<file path="src/rtl/sysbus_pkg.sv">
// Package: shared address map constants, region codes and target numbering
// for the bus decoder. Assumes a 16-bit address and 8-bit data bus.
package sysbus_pkg;

    localparam int ADDR_W = 16;
    localparam int DATA_W = 8;
    localparam int N_EXT  = 6;

    localparam logic [15:0] BOOT_LAST  = 16'h00FF;
    localparam logic [15:0] ROM_LAST   = 16'h7FFF;
    localparam logic [15:0] VRAM_BASE  = 16'h8000;
    localparam logic [15:0] VRAM_LAST  = 16'h9FFF;
    localparam logic [15:0] WRAM_BASE  = 16'hC000;
    localparam logic [15:0] WRAM_LAST  = 16'hDFFF;
    localparam logic [15:0] ECHO_BASE  = 16'hE000;
    localparam logic [15:0] ECHO_LAST  = 16'hFDFF;
    localparam logic [15:0] SND_BASE   = 16'hFF10;
    localparam logic [15:0] SND_LAST   = 16'hFF26;
    localparam logic [15:0] LCD_BASE   = 16'hFF40;
    localparam logic [15:0] LCD_LAST   = 16'hFF4B;
    localparam logic [15:0] LATCH_ADDR = 16'hFF50;
    localparam logic [15:0] HRAM_BASE  = 16'hFF80;
    localparam logic [15:0] HRAM_LAST  = 16'hFFFE;
    localparam logic [15:0] IE_ADDR    = 16'hFFFF;

    localparam int HRAM_DEPTH = int'(HRAM_LAST - HRAM_BASE) + 1;

    typedef enum logic [3:0] {
        RG_NONE,
        RG_BOOT,
        RG_CART,
        RG_VRAM,
        RG_WRAM,
        RG_SND,
        RG_LCD,
        RG_LATCH,
        RG_HRAM,
        RG_IE
    } region_e;

    // Region owned by external target number idx (bit idx of tgt_sel).
    function automatic region_e ext_region(input int idx);
        case (idx)
            0:       return RG_BOOT;
            1:       return RG_CART;
            2:       return RG_VRAM;
            3:       return RG_WRAM;
            4:       return RG_SND;
            default: return RG_LCD;
        endcase
    endfunction

endpackage

</file>
<file path="src/rtl/sysbus_region_map.sv">
// Module: combinational address-to-region map.
// Turns a bus address into a region code and a target-relative offset.
// Assumes the boot overlay applies to reads only; writes to the overlay
// range go to the cartridge ROM. Addresses owned by no region map to RG_NONE.
module sysbus_region_map
    import sysbus_pkg::*;
#(
    parameter int AW = ADDR_W
) (
    input  logic [AW-1:0] addr,
    input  logic          is_wr,
    input  logic          boot_off,
    output region_e       region,
    output logic [AW-1:0] offset
);

    // Priority compare of the address against each window.
    always_comb begin
        region = RG_NONE;
        offset = '0;
        if (addr <= BOOT_LAST && !boot_off && !is_wr) begin
            region = RG_BOOT;
            offset = addr;
        end else if (addr <= ROM_LAST) begin
            region = RG_CART;
            offset = addr;
        end else if (addr >= VRAM_BASE && addr <= VRAM_LAST) begin
            region = RG_VRAM;
            offset = addr - VRAM_BASE;
        end else if (addr >= WRAM_BASE && addr <= WRAM_LAST) begin
            region = RG_WRAM;
            offset = addr - WRAM_BASE;
        end else if (addr >= ECHO_BASE && addr <= ECHO_LAST) begin
            region = RG_WRAM;
            offset = addr - ECHO_BASE;
        end else if (addr >= SND_BASE && addr <= SND_LAST) begin
            region = RG_SND;
            offset = addr - SND_BASE;
        end else if (addr >= LCD_BASE && addr <= LCD_LAST) begin
            region = RG_LCD;
            offset = addr - LCD_BASE;
        end else if (addr == LATCH_ADDR) begin
            region = RG_LATCH;
        end else if (addr >= HRAM_BASE && addr <= HRAM_LAST) begin
            region = RG_HRAM;
            offset = addr - HRAM_BASE;
        end else if (addr == IE_ADDR) begin
            region = RG_IE;
        end
    end

endmodule

</file>
<file path="src/rtl/sysbus_hram.sv">
// Module: small local RAM with per-byte written flags.
// Assumes one write port and one asynchronous read port. Reset clears the
// written flags only, so an unwritten byte reads as zero after reset.
module sysbus_hram #(
    parameter int DEPTH = 127,
    parameter int DW    = 8,
    localparam int IW   = $clog2(DEPTH)
) (
    input  logic          clk,
    input  logic          rst_n,
    input  logic          we,
    input  logic [IW-1:0] widx,
    input  logic [DW-1:0] wdata,
    input  logic [IW-1:0] ridx,
    output logic [DW-1:0] rdata
);

    logic [DW-1:0] mem [DEPTH];
    logic [DEPTH-1:0] vld;

    // Storage array: written on we, no reset needed.
    always_ff @(posedge clk) begin
        if (we) begin
            mem[widx] <= wdata;
        end
    end

    // Written flags: cleared by reset, set by each write.
    always_ff @(posedge clk) begin
        if (!rst_n) begin
            vld <= '0;
        end else if (we) begin
            vld[widx] <= 1'b1;
        end
    end

    // Read port: unwritten bytes return zero.
    always_comb begin
        rdata = '0;
        if (int'(ridx) < DEPTH && vld[ridx]) begin
            rdata = mem[ridx];
        end
    end

    // writes only land inside the array.
    p_hram_idx_r7: assert property (@(posedge clk) disable iff (!rst_n)
        we |-> int'(widx) < DEPTH);

    // a written byte is marked valid on the next cycle.
    p_hram_mark_r7: assert property (@(posedge clk) disable iff (!rst_n)
        we |=> vld[$past(widx)]);

endmodule

</file>
<file path="src/rtl/sysbus_local_regs.sv">
// Module: boot-disable latch and interrupt-enable register.
// Both are full-width, read back as written, and clear on reset. The
// overlay is active while the latch holds zero.
module sysbus_local_regs #(
    parameter int DW = 8
) (
    input  logic          clk,
    input  logic          rst_n,
    input  logic          latch_we,
    input  logic          ie_we,
    input  logic [DW-1:0] wdata,
    output logic [DW-1:0] latch_q,
    output logic [DW-1:0] ie_q,
    output logic          boot_off
);

    // Boot-disable latch register.
    always_ff @(posedge clk) begin
        if (!rst_n) begin
            latch_q <= '0;
        end else if (latch_we) begin
            latch_q <= wdata;
        end
    end

    // Interrupt-enable register.
    always_ff @(posedge clk) begin
        if (!rst_n) begin
            ie_q <= '0;
        end else if (ie_we) begin
            ie_q <= wdata;
        end
    end

    // Overlay ends once any latch bit is set.
    assign boot_off = |latch_q;

    // a latch write stores the bus data.
    p_latch_wr_r6: assert property (@(posedge clk) disable iff (!rst_n)
        latch_we |=> latch_q == $past(wdata));

    // the interrupt register only changes on its own write.
    p_ie_hold_r8: assert property (@(posedge clk) disable iff (!rst_n)
        !ie_we |=> $stable(ie_q));

endmodule

</file>
<file path="src/rtl/sysbus_decoder.sv">
// Module: top of the bus decoder.
// Decodes each bus access, drives the select, offset and strobes for the
// external targets, owns the local RAM and registers, and returns read data
// one cycle later through a register. Assumes external targets answer
// reads in the same cycle they are selected. A cycle with both bus_rd and
// bus_wr high is treated as a write.
module sysbus_decoder
    import sysbus_pkg::*;
(
    input  logic              clk,
    input  logic              rst_n,
    input  logic [ADDR_W-1:0] bus_addr,
    input  logic [DATA_W-1:0] bus_wdata,
    input  logic              bus_rd,
    input  logic              bus_wr,
    output logic [DATA_W-1:0] bus_rdata,
    output logic              bus_error,
    output logic [N_EXT-1:0]  tgt_sel,
    output logic [ADDR_W-1:0] tgt_addr,
    output logic [DATA_W-1:0] tgt_wdata,
    output logic              tgt_rd,
    output logic              tgt_wr,
    input  logic [DATA_W-1:0] boot_rdata,
    input  logic [DATA_W-1:0] cart_rdata,
    input  logic [DATA_W-1:0] vram_rdata,
    input  logic [DATA_W-1:0] wram_rdata,
    input  logic [DATA_W-1:0] snd_rdata,
    input  logic [DATA_W-1:0] lcd_rdata
);

    localparam int HIW = $clog2(HRAM_DEPTH);

    region_e           region;
    logic [ADDR_W-1:0] offset;
    logic              boot_off;
    logic              rd_fire;
    logic              any_ext;
    logic              unmapped;
    logic [DATA_W-1:0] latch_q;
    logic [DATA_W-1:0] ie_q;
    logic [DATA_W-1:0] hram_q;
    logic [DATA_W-1:0] rd_mux;

    sysbus_region_map #(.AW(ADDR_W)) u_map (
        .addr     (bus_addr),
        .is_wr    (bus_wr),
        .boot_off (boot_off),
        .region   (region),
        .offset   (offset)
    );

    sysbus_local_regs #(.DW(DATA_W)) u_regs (
        .clk      (clk),
        .rst_n    (rst_n),
        .latch_we (bus_wr && region == RG_LATCH),
        .ie_we    (bus_wr && region == RG_IE),
        .wdata    (bus_wdata),
        .latch_q  (latch_q),
        .ie_q     (ie_q),
        .boot_off (boot_off)
    );

    sysbus_hram #(.DEPTH(HRAM_DEPTH), .DW(DATA_W)) u_hram (
        .clk   (clk),
        .rst_n (rst_n),
        .we    (bus_wr && region == RG_HRAM),
        .widx  (offset[HIW-1:0]),
        .wdata (bus_wdata),
        .ridx  (offset[HIW-1:0]),
        .rdata (hram_q)
    );

    // One select bit per external target, matched against its region.
    for (genvar gi = 0; gi < N_EXT; gi++) begin : g_sel
        assign tgt_sel[gi] = (region == ext_region(gi));
    end

    // Strobes and forwarded data for the selected external target.
    assign rd_fire   = bus_rd && !bus_wr;
    assign any_ext   = |tgt_sel;
    assign unmapped  = (region == RG_NONE);
    assign tgt_addr  = offset;
    assign tgt_wdata = bus_wdata;
    assign tgt_rd    = rd_fire && any_ext;
    assign tgt_wr    = bus_wr && any_ext;

    // Read-data mux over every region; unmapped reads return all ones.
    always_comb begin
        case (region)
            RG_BOOT:  rd_mux = boot_rdata;
            RG_CART:  rd_mux = cart_rdata;
            RG_VRAM:  rd_mux = vram_rdata;
            RG_WRAM:  rd_mux = wram_rdata;
            RG_SND:   rd_mux = snd_rdata;
            RG_LCD:   rd_mux = lcd_rdata;
            RG_LATCH: rd_mux = latch_q;
            RG_HRAM:  rd_mux = hram_q;
            RG_IE:    rd_mux = ie_q;
            default:  rd_mux = '1;
        endcase
    end

    // Output register: capture read data and the error pulse.
    always_ff @(posedge clk) begin
        if (!rst_n) begin
            bus_rdata <= '0;
            bus_error <= 1'b0;
        end else begin
            bus_error <= (bus_rd || bus_wr) && unmapped;
            if (rd_fire) begin
                bus_rdata <= rd_mux;
            end
        end
    end

    // never more than one external target selected.
    p_onehot_sel_r11: assert property (@(posedge clk) disable iff (!rst_n)
        $onehot0(tgt_sel));

    // no strobe leaves the block for an unmapped address.
    p_no_strobe_r9: assert property (@(posedge clk) disable iff (!rst_n)
        unmapped |-> !tgt_wr && !tgt_rd);

    // an unmapped access is flagged in the next cycle.
    p_err_follow_r9: assert property (@(posedge clk) disable iff (!rst_n)
        (bus_rd || bus_wr) && unmapped |=> bus_error);

    // an idle cycle leaves no error behind.
    p_err_idle_r9: assert property (@(posedge clk) disable iff (!rst_n)
        !(bus_rd || bus_wr) |=> !bus_error);

    // an unmapped read returns all ones.
    p_unmapped_ff_r9: assert property (@(posedge clk) disable iff (!rst_n)
        rd_fire && unmapped |=> bus_rdata == '1);

    // read data only moves after a pure read.
    p_rdata_hold_r10: assert property (@(posedge clk) disable iff (!rst_n)
        !rd_fire |=> $stable(bus_rdata));

endmodule

</file>
<file path="config.mk">
export PLATFORM = sky130hd
export DESIGN_NAME = sysbus_decoder
export DESIGN_NICKNAME = d
export VERILOG_FILES = /design/src/rtl/sysbus_pkg.sv /design/src/rtl/sysbus_region_map.sv /design/src/rtl/sysbus_hram.sv /design/src/rtl/sysbus_local_regs.sv /design/src/rtl/sysbus_decoder.sv
export SDC_FILE = /design/constraint.sdc
export NUM_CORES = 1
export LEC_CHECK = 0
export ABC_CLOCK_PERIOD_IN_PS = 12600
export BUFFER_PORTS_ARGS = -buffer_cell sky130_fd_sc_hd__buf_2
export CAP_MARGIN = 20
export CORE_MARGIN = 1
export CORE_UTILIZATION = 38
export DETAILED_ROUTE_END_ITERATION = 8
export PLACE_DENSITY = 0.5
export SLEW_MARGIN = 20
export SYNTH_ARGS = -nofsm -noshare
export SYNTH_HDL_FRONTEND = slang
export SYNTH_SLANG_ARGS = --single-unit
</file>
<file path="constraint.sdc">
create_clock -name clk -period 12.6 [get_ports clk]
set_input_delay 3.15 -clock clk [delete_from_list [all_inputs] [get_ports clk]]
set_output_delay 3.15 -clock clk [all_outputs]
set_load 0.03 [all_outputs]
</file>
==> impl_results.md, run 1 <==
- Status: finished clean
- Hold slack: 0.4607 ns
- Critical path fanouts, max: 44
- Setup bufs post-CTS: 0
- Clock-pin slew of the registers on the worst-case setup and hold paths: 0.06 ns
- Ys async rst share: 0
- Largest net degree at the start of global routing: 97
- Synthesized Nets: 3373
- Share of cells above drive strength 1: 0.1747
- DR WL/cell: 32.58 µm
- Global placement routability congestion: 0.9489
- Minimum clock period: 10.32 ns
- Total congestion overflow: 0
- P per Cell Area: 156.8 mW/mm²
- RSZ-0062 raised after global routing: false
- HPWL after DPL: 106000 µm
- Class of the most critical setup path: input port to primary output
- Initial antenna violation count: 6
- Synth Cell Area: 0.04738 mm²
- Synth unique cells: 91
- Drt first pass iters: 5
- CTS Hold Bufs: 0
- Critical path required time: 9.45 ns
- Worst-path cell chain: buf_8 -> buf_4 -> or4_1 -> o221a_1 -> a211o_1 -> nand4_2 -> o21ai_4 -> buf_4 -> inv_2 -> buf_2
- Row Count: 129
- Actual slew at the worst max-slew pin: 1.199 ns
- Detail Route Antenna Nets: 0
- Inst Count DP: 4887
- Cells on Worst Hold Path: 1
- Seq/Total Area, Yosys: 0.7081
- Final-report setup violation count: 0
- Core area: 0.1236 mm²
- Total CTS buffers: 120
- Drt via density: 6.038
- Clock skew: 0.06916 ns
- Worst EP arrival: 7.17 ns
- Vias: 30920
- Vias in the first global route: 30670
- HP Class: flip-flop to flip-flop
- Yosys warnings: 0
- Worst path max stage delay: 0.69 ns
- Die height: 355.1 µm
- Worst path slowest cell: nand4_2
- Avg Cell Area, Syn: 14.46 µm²
- Initial Util: 0.3832
- Die width: 355.1 µm
- Finished Layout Cells: 5120
- Crit. End Element: primary output
- Final hold viol count: 0
- FMAX: 96.87 MHz
- Slew margin rel.: 0.1977
- Max-Cap Viols: 0
- IO Count: 117
- Worst VDD drop: 116.9 µV
- First-pass GRT wire length: 233900 µm
- Die Footprint: 0.1261 mm²
- Filler Cell Count: 11190
- Post-synth EDFFs: 1016
- Synth cell count leaders: edfxtp_1, nor2_1, o22ai_1
- Root buffer cell: clkbuf_16
- Startpoint class of the critical path: input port
- # DRC: 0
- Slew Viols, Final: 0
- Worst R2R Path Depth: 11
- Top cell by count, worst path: buf_4
- WL final: 166800 µm
- Leak pwr: 17.57 nW
- H-tree levels: 3
- Total track usage: 0.2608
- Synth area leaders: edfxtp_1, dfxtp_1, mux2_2
- Layout area overhead: 13.79%
- Clock latency on the worst-skew pair: 0.76 ns
- PostCTS Resize Cnt: 0
- Nets: 3469
- Tcrit/Tclk final: 0.8193
- Ys flop type: edfxtp_1
- Post-synth top area share: 0.6439
- Initial DRC count: 3757
- Place WS: 2.288 ns
- Most common cell in the netlist: edfxtp_1
- Port bufs: 116
- Final setup margin: 2.277 ns
- #FFs+latches synth: 1168
- Clock sink count: 1168
- CTS tree: built
- Setup TNS: 0 ns
- Mapped Cells: 3277
- CTS max path bufs: 3
- Leading area contributor after synthesis: edfxtp_1
==> stage by stage <==
| step | area (µm²) | power, mW | util |
|---|---|---|---|
| after global routing | 53910 | 8.665 | 0.4360 |
| after CTS | 53880 | 8.484 | 0.4358 |
| after detailed placement | 49840 | 4.901 | 0.4031 |
| after global placement | 49820 | 4.899 | 0.4030 |
| final | 53920 | 8.454 | 0.4361 |
| after floorplan | 47380 | 4.580 | - |
==> registers in the layout (all words and copies together), names as in the netlist <==
| register | count |
|---|---|
| u_hram.vld | 127 |
| bus_rdata | 8 |
| u_regs.ie_q | 8 |
| u_regs.latch_q | 8 |
| bus_error | 1 |
| u_hram.mem | 1016 |
==> per-layer routing <==
| metal | vias to the layer above | GRT usage | wire length, µm |
|---|---|---|---|
| met5 | - | 0 | 15 |
| met2 | 1518 | 0.4200 | 77630 |
| met1 | 16010 | 0.3558 | 70010 |
| met4 | 2 | 0.08888 | 5839 |
| li1 | 13110 | - | - |
| met3 | 278 | 0.04605 | 13310 |
==> cell type report <==
type	count	area [µm²]	area share
Antenna cell	3	7.507	0.0001392
Clock buffer	167	3339	0.06194
Clock inverter	62	703.2	0.01304
Inverter	23	86.33	0.001601
Multi-Input combinational cell	1866	12950	0.2402
Sequential cell	1168	33550	0.6223
Tap cell	1637	2048	0.03799
Timing Repair Buffer	194	1227	0.02277
==> placed cells by master (no fill, tap or decap), types with 104 or more instances in the layout <==
master	n
edfxtp_1	1016
nor2_1	229
o22ai_1	225
nand2_1	212
dfxtp_1	152
o21a_1	132
mux2i_1	130
mux2_2	128
clkbuf_16	120
a21oi_1	107
o21ai_0	104
buf_2	104
==> worst max-delay path, delay by kind of cell <==
family,cells,cell delay [ns]
buffers and inverters,5,1.77
AO/OA/AOI/OAI,3,1.18
AND/OR/NAND/NOR,2,1.03
==> cell families (layout without fill, tap and decap cells) <==
kind of cell,count (synthesis),count (layout),share of synthesized area
AOI/OAI and AO/OA,889,889,0.1302
xor gates and xnor gates,5,5,0.0009242
adders and majority gates,20,20,0.005281
buffers and inverters,243,446,0.02160
DFF,1168,1168,0.7081
muxes,287,287,0.07167
other,0,3,0
and+or+nand+nor,665,665,0.06224
==> where the power goes <==
part | switching (mW) | total [mW] | internal, mW
combinational | 0.469 | 0.625 | 0.156
sequential | 0.00277 | 4.20 | 4.20
clock | 1.54 | 3.63 | 2.08
total | 2.02 | 8.45 | 6.44
==> final timing paths <==
check                                        from              to  slack [ns]
worst max-delay path                  bus_addr[0]     tgt_addr[0]        2.28
worst min-delay path               u_hram.vld[46]  u_hram.vld[46]        0.46
worst max register to register  u_regs.latch_q[2]    bus_rdata[6]        6.91
worst min register to register     u_hram.vld[46]  u_hram.vld[46]        0.46
No activity file was read; power rests on OpenSTA's default activity.
==> run 2, diff against run 1 <==
--- a/config.mk
+++ b/config.mk
@@ -5,7 +5,7 @@
 export SDC_FILE = /design/constraint.sdc
 export NUM_CORES = 1
 export LEC_CHECK = 0
-export ABC_CLOCK_PERIOD_IN_PS = 12600
+export ABC_CLOCK_PERIOD_IN_PS = 10000
 export BUFFER_PORTS_ARGS = -buffer_cell sky130_fd_sc_hd__buf_2
 export CAP_MARGIN = 20
 export CORE_MARGIN = 1
==> constraint.sdc (replaced) <==
create_clock -name clk -period 10 [get_ports clk]
set_input_delay 2.5 -clock clk [delete_from_list [all_inputs] [get_ports clk]]
set_output_delay 2.5 -clock clk [all_outputs]
set_load 0.03 [all_outputs]
==> impl_results.md, run 2 (synthesis gave the netlist of run 1 again) <==
- Status: finished clean
- Drt via density: 6.072 (+0.56%)
- Initial DRC count: 3807 (+1.3%)
- Leak pwr: 17.59 nW (+0.11%)
- Vias: 31100 (+0.60%)
- Finished Layout Cells: 5122 (+0.039%)
- Total CTS buffers: 121 (+0.83%)
- CTS Hold Bufs: 0 (unchanged)
- H-tree levels: 3 (unchanged)
- Port bufs: 116 (unchanged)
- Total track usage: 0.2598 (-0.001025)
- Max-Cap Viols: 0 (unchanged)
- Largest net degree at the start of global routing: 125 (+29%)
- Drt first pass iters: 7 (+2)
- FMAX: 115.0 MHz
- Layout area overhead: 13.91%
- Setup TNS: 0 ns (unchanged)
- Initial antenna violation count: 5 (-1)
- Crit. End Element: primary output
- Inst Count DP: 4890 (+0.061%)
- Worst EP arrival: 6.20 ns (-0.97 ns)
- Vias in the first global route: 30700 (+0.098%)
- Setup bufs post-CTS: 0 (unchanged)
- IO Count: 117 (unchanged)
- PostCTS Resize Cnt: 0 (unchanged)
- Biggest regs: u_hram.mem (1016), u_hram.vld (127)
- DR WL/cell: 32.46 µm (-0.37%)
- Class of the most critical setup path: input port to primary output
- Core area: 0.1236 mm² (unchanged)
- Clock skew: 0.03794 ns (-0.03121 ns)
- Worst VDD drop: 144.8 µV (+24%)
- Actual slew at the worst max-slew pin: 1.206 ns (+0.007358 ns)
- Worst R2R Path Depth: 15 (+4)
- Biggest register: u_hram.mem
- Die width: 355.1 µm (unchanged)
- CTS max path bufs: 3 (unchanged)
- Most frequent cells in the layout: edfxtp_1, nor2_1, o22ai_1
- Initial Util: 0.3832 (unchanged)
- Root buffer cell: clkbuf_16
- Slew Viols, Final: 0 (unchanged)
- Cells on Worst Hold Path: 1 (unchanged)
- Minimum clock period: 8.699 ns
- Final-report setup violation count: 0 (unchanged)
- Final hold viol count: 0 (unchanged)
- HPWL after DPL: 105100 µm (-0.87%)
- CTS tree: built
- Slew margin rel.: 0.1958 (-0.001953)
- Clock latency on the worst-skew pair: 0.75 ns (about the same)
- First-pass GRT wire length: 233600 µm (-0.16%)
- Total congestion overflow: 0 (unchanged)
- P per Cell Area: 197.4 mW/mm² (+26%)
- Clock-pin slew of the registers on the worst-case setup and hold paths: 0.05 ns (about the same)
- Pwr Total: 10.66 mW (+26%)
- Startpoint class of the critical path: input port
- Clock sink count: 1168 (unchanged)
- Critical path fanouts, max: 53 (+20%)
- HP Class: flip-flop to flip-flop
- WL final: 166300 µm (-0.33%)
- Critical path required time: 7.50 ns (-1.95 ns)
- Largest register FFs: 1016 (unchanged)
- # DRC: 0 (unchanged)
- Die height: 355.1 µm (unchanged)
- Share of cells above drive strength 1: 0.1740 (-0.0007247)
- Detail Route Antenna Nets: 0 (unchanged)
- RSZ-0062 raised after global routing: false
- Global placement routability congestion: 0.9155 (-3.5%)
- Commonest non-fill, non-tap cell in the layout: edfxtp_1
- Nets: 3474 (+0.14%)
- Tcrit/Tclk final: 0.8699
- Die Footprint: 0.1261 mm² (unchanged)
- Row Count: 129 (unchanged)
-- run 2: cell types whose count changed in the layout (fill, tap and decap cells not counted), moves of 2 or more --
| cell | change |
|---|---|
| clkinv_2 | -5 |
| buf_12 | +4 |
| clkinv_1 | -4 |
| clkbuf_8 | -2 |
| clkinvlp_4 | +2 |
| nor2_1 | +3 |
| o21ai_1 | +3 |
| clkbuf_1 | +7 |
| o21ai_0 | -3 |
| nor2_2 | -3 |
-- run 2: worst paths after layout --
check | startpoint | to | slack, ns
setup / recovery | bus_addr[0] | tgt_addr[6] | 1.30
hold / removal | u_hram.vld[116] | u_hram.vld[116] | 0.46
hold reg to reg | u_hram.vld[116] | u_hram.vld[116] | 0.46
setup reg to reg | u_regs.latch_q[2] | bus_rdata[0] | 4.54
-- run 2: final cells by class --
cell class | count | area (µm²)
fillers | 11130 | 69660
flip-flops and latches | 1168 | 33550
clock buffers | 173 | 3363
diodes | 2 | 5.005
clock inverters | 55 | 670.6
multi-input cells | 1866 | 12940
inverters | 23 | 86.33
well taps | 1637 | 2048
repair buffers | 198 | 1308
-- run 2: through the flow --
stage	area (µm²)	setup slack, ns	hold WS [ns]	utilization
4_1_cts	53940	1.371	0.4636	0.4363
3_5_place_dp	49900	1.389	0.4475	0.4036
5_1_grt	53970	1.183	0.4759	0.4365
6_report	53970	1.301	0.4607	0.4365
3_3_place_gp	49900	1.479	0.4406	0.4036
2_1_floorplan	47380	2.297	0.4352	-
-- run 2: where the power goes --
part	internal [mW]	leakage [nW]	switching (mW)
combinational	0.200	5.27	0.591
clock	2.65	1.97	1.92
sequential	5.29	10.4	0.00334
-- run 2: metal layers --
metal / vias to the layer above / global-route usage / routed length, µm / part of all wire
met5: - / 0 / 27 / 0.00016
met4: 4 / 0.1038 / 6772 / 0.041
met3: 289 / 0.04482 / 13570 / 0.082
met2: 1546 / 0.4124 / 76710 / 0.46
met1: 16130 / 0.3543 / 69180 / 0.42
li1: 13140 / - / - / -
-- run 2: worst max-delay path, stage by stage --
cell      delay [ns]
buf_8           0.36
buf_4           0.79
and3_1          0.41
nand4_1         0.19
o21a_1          0.25
and3_1          0.18
a21o_1          0.36
o311ai_4        0.63
buf_2           0.36
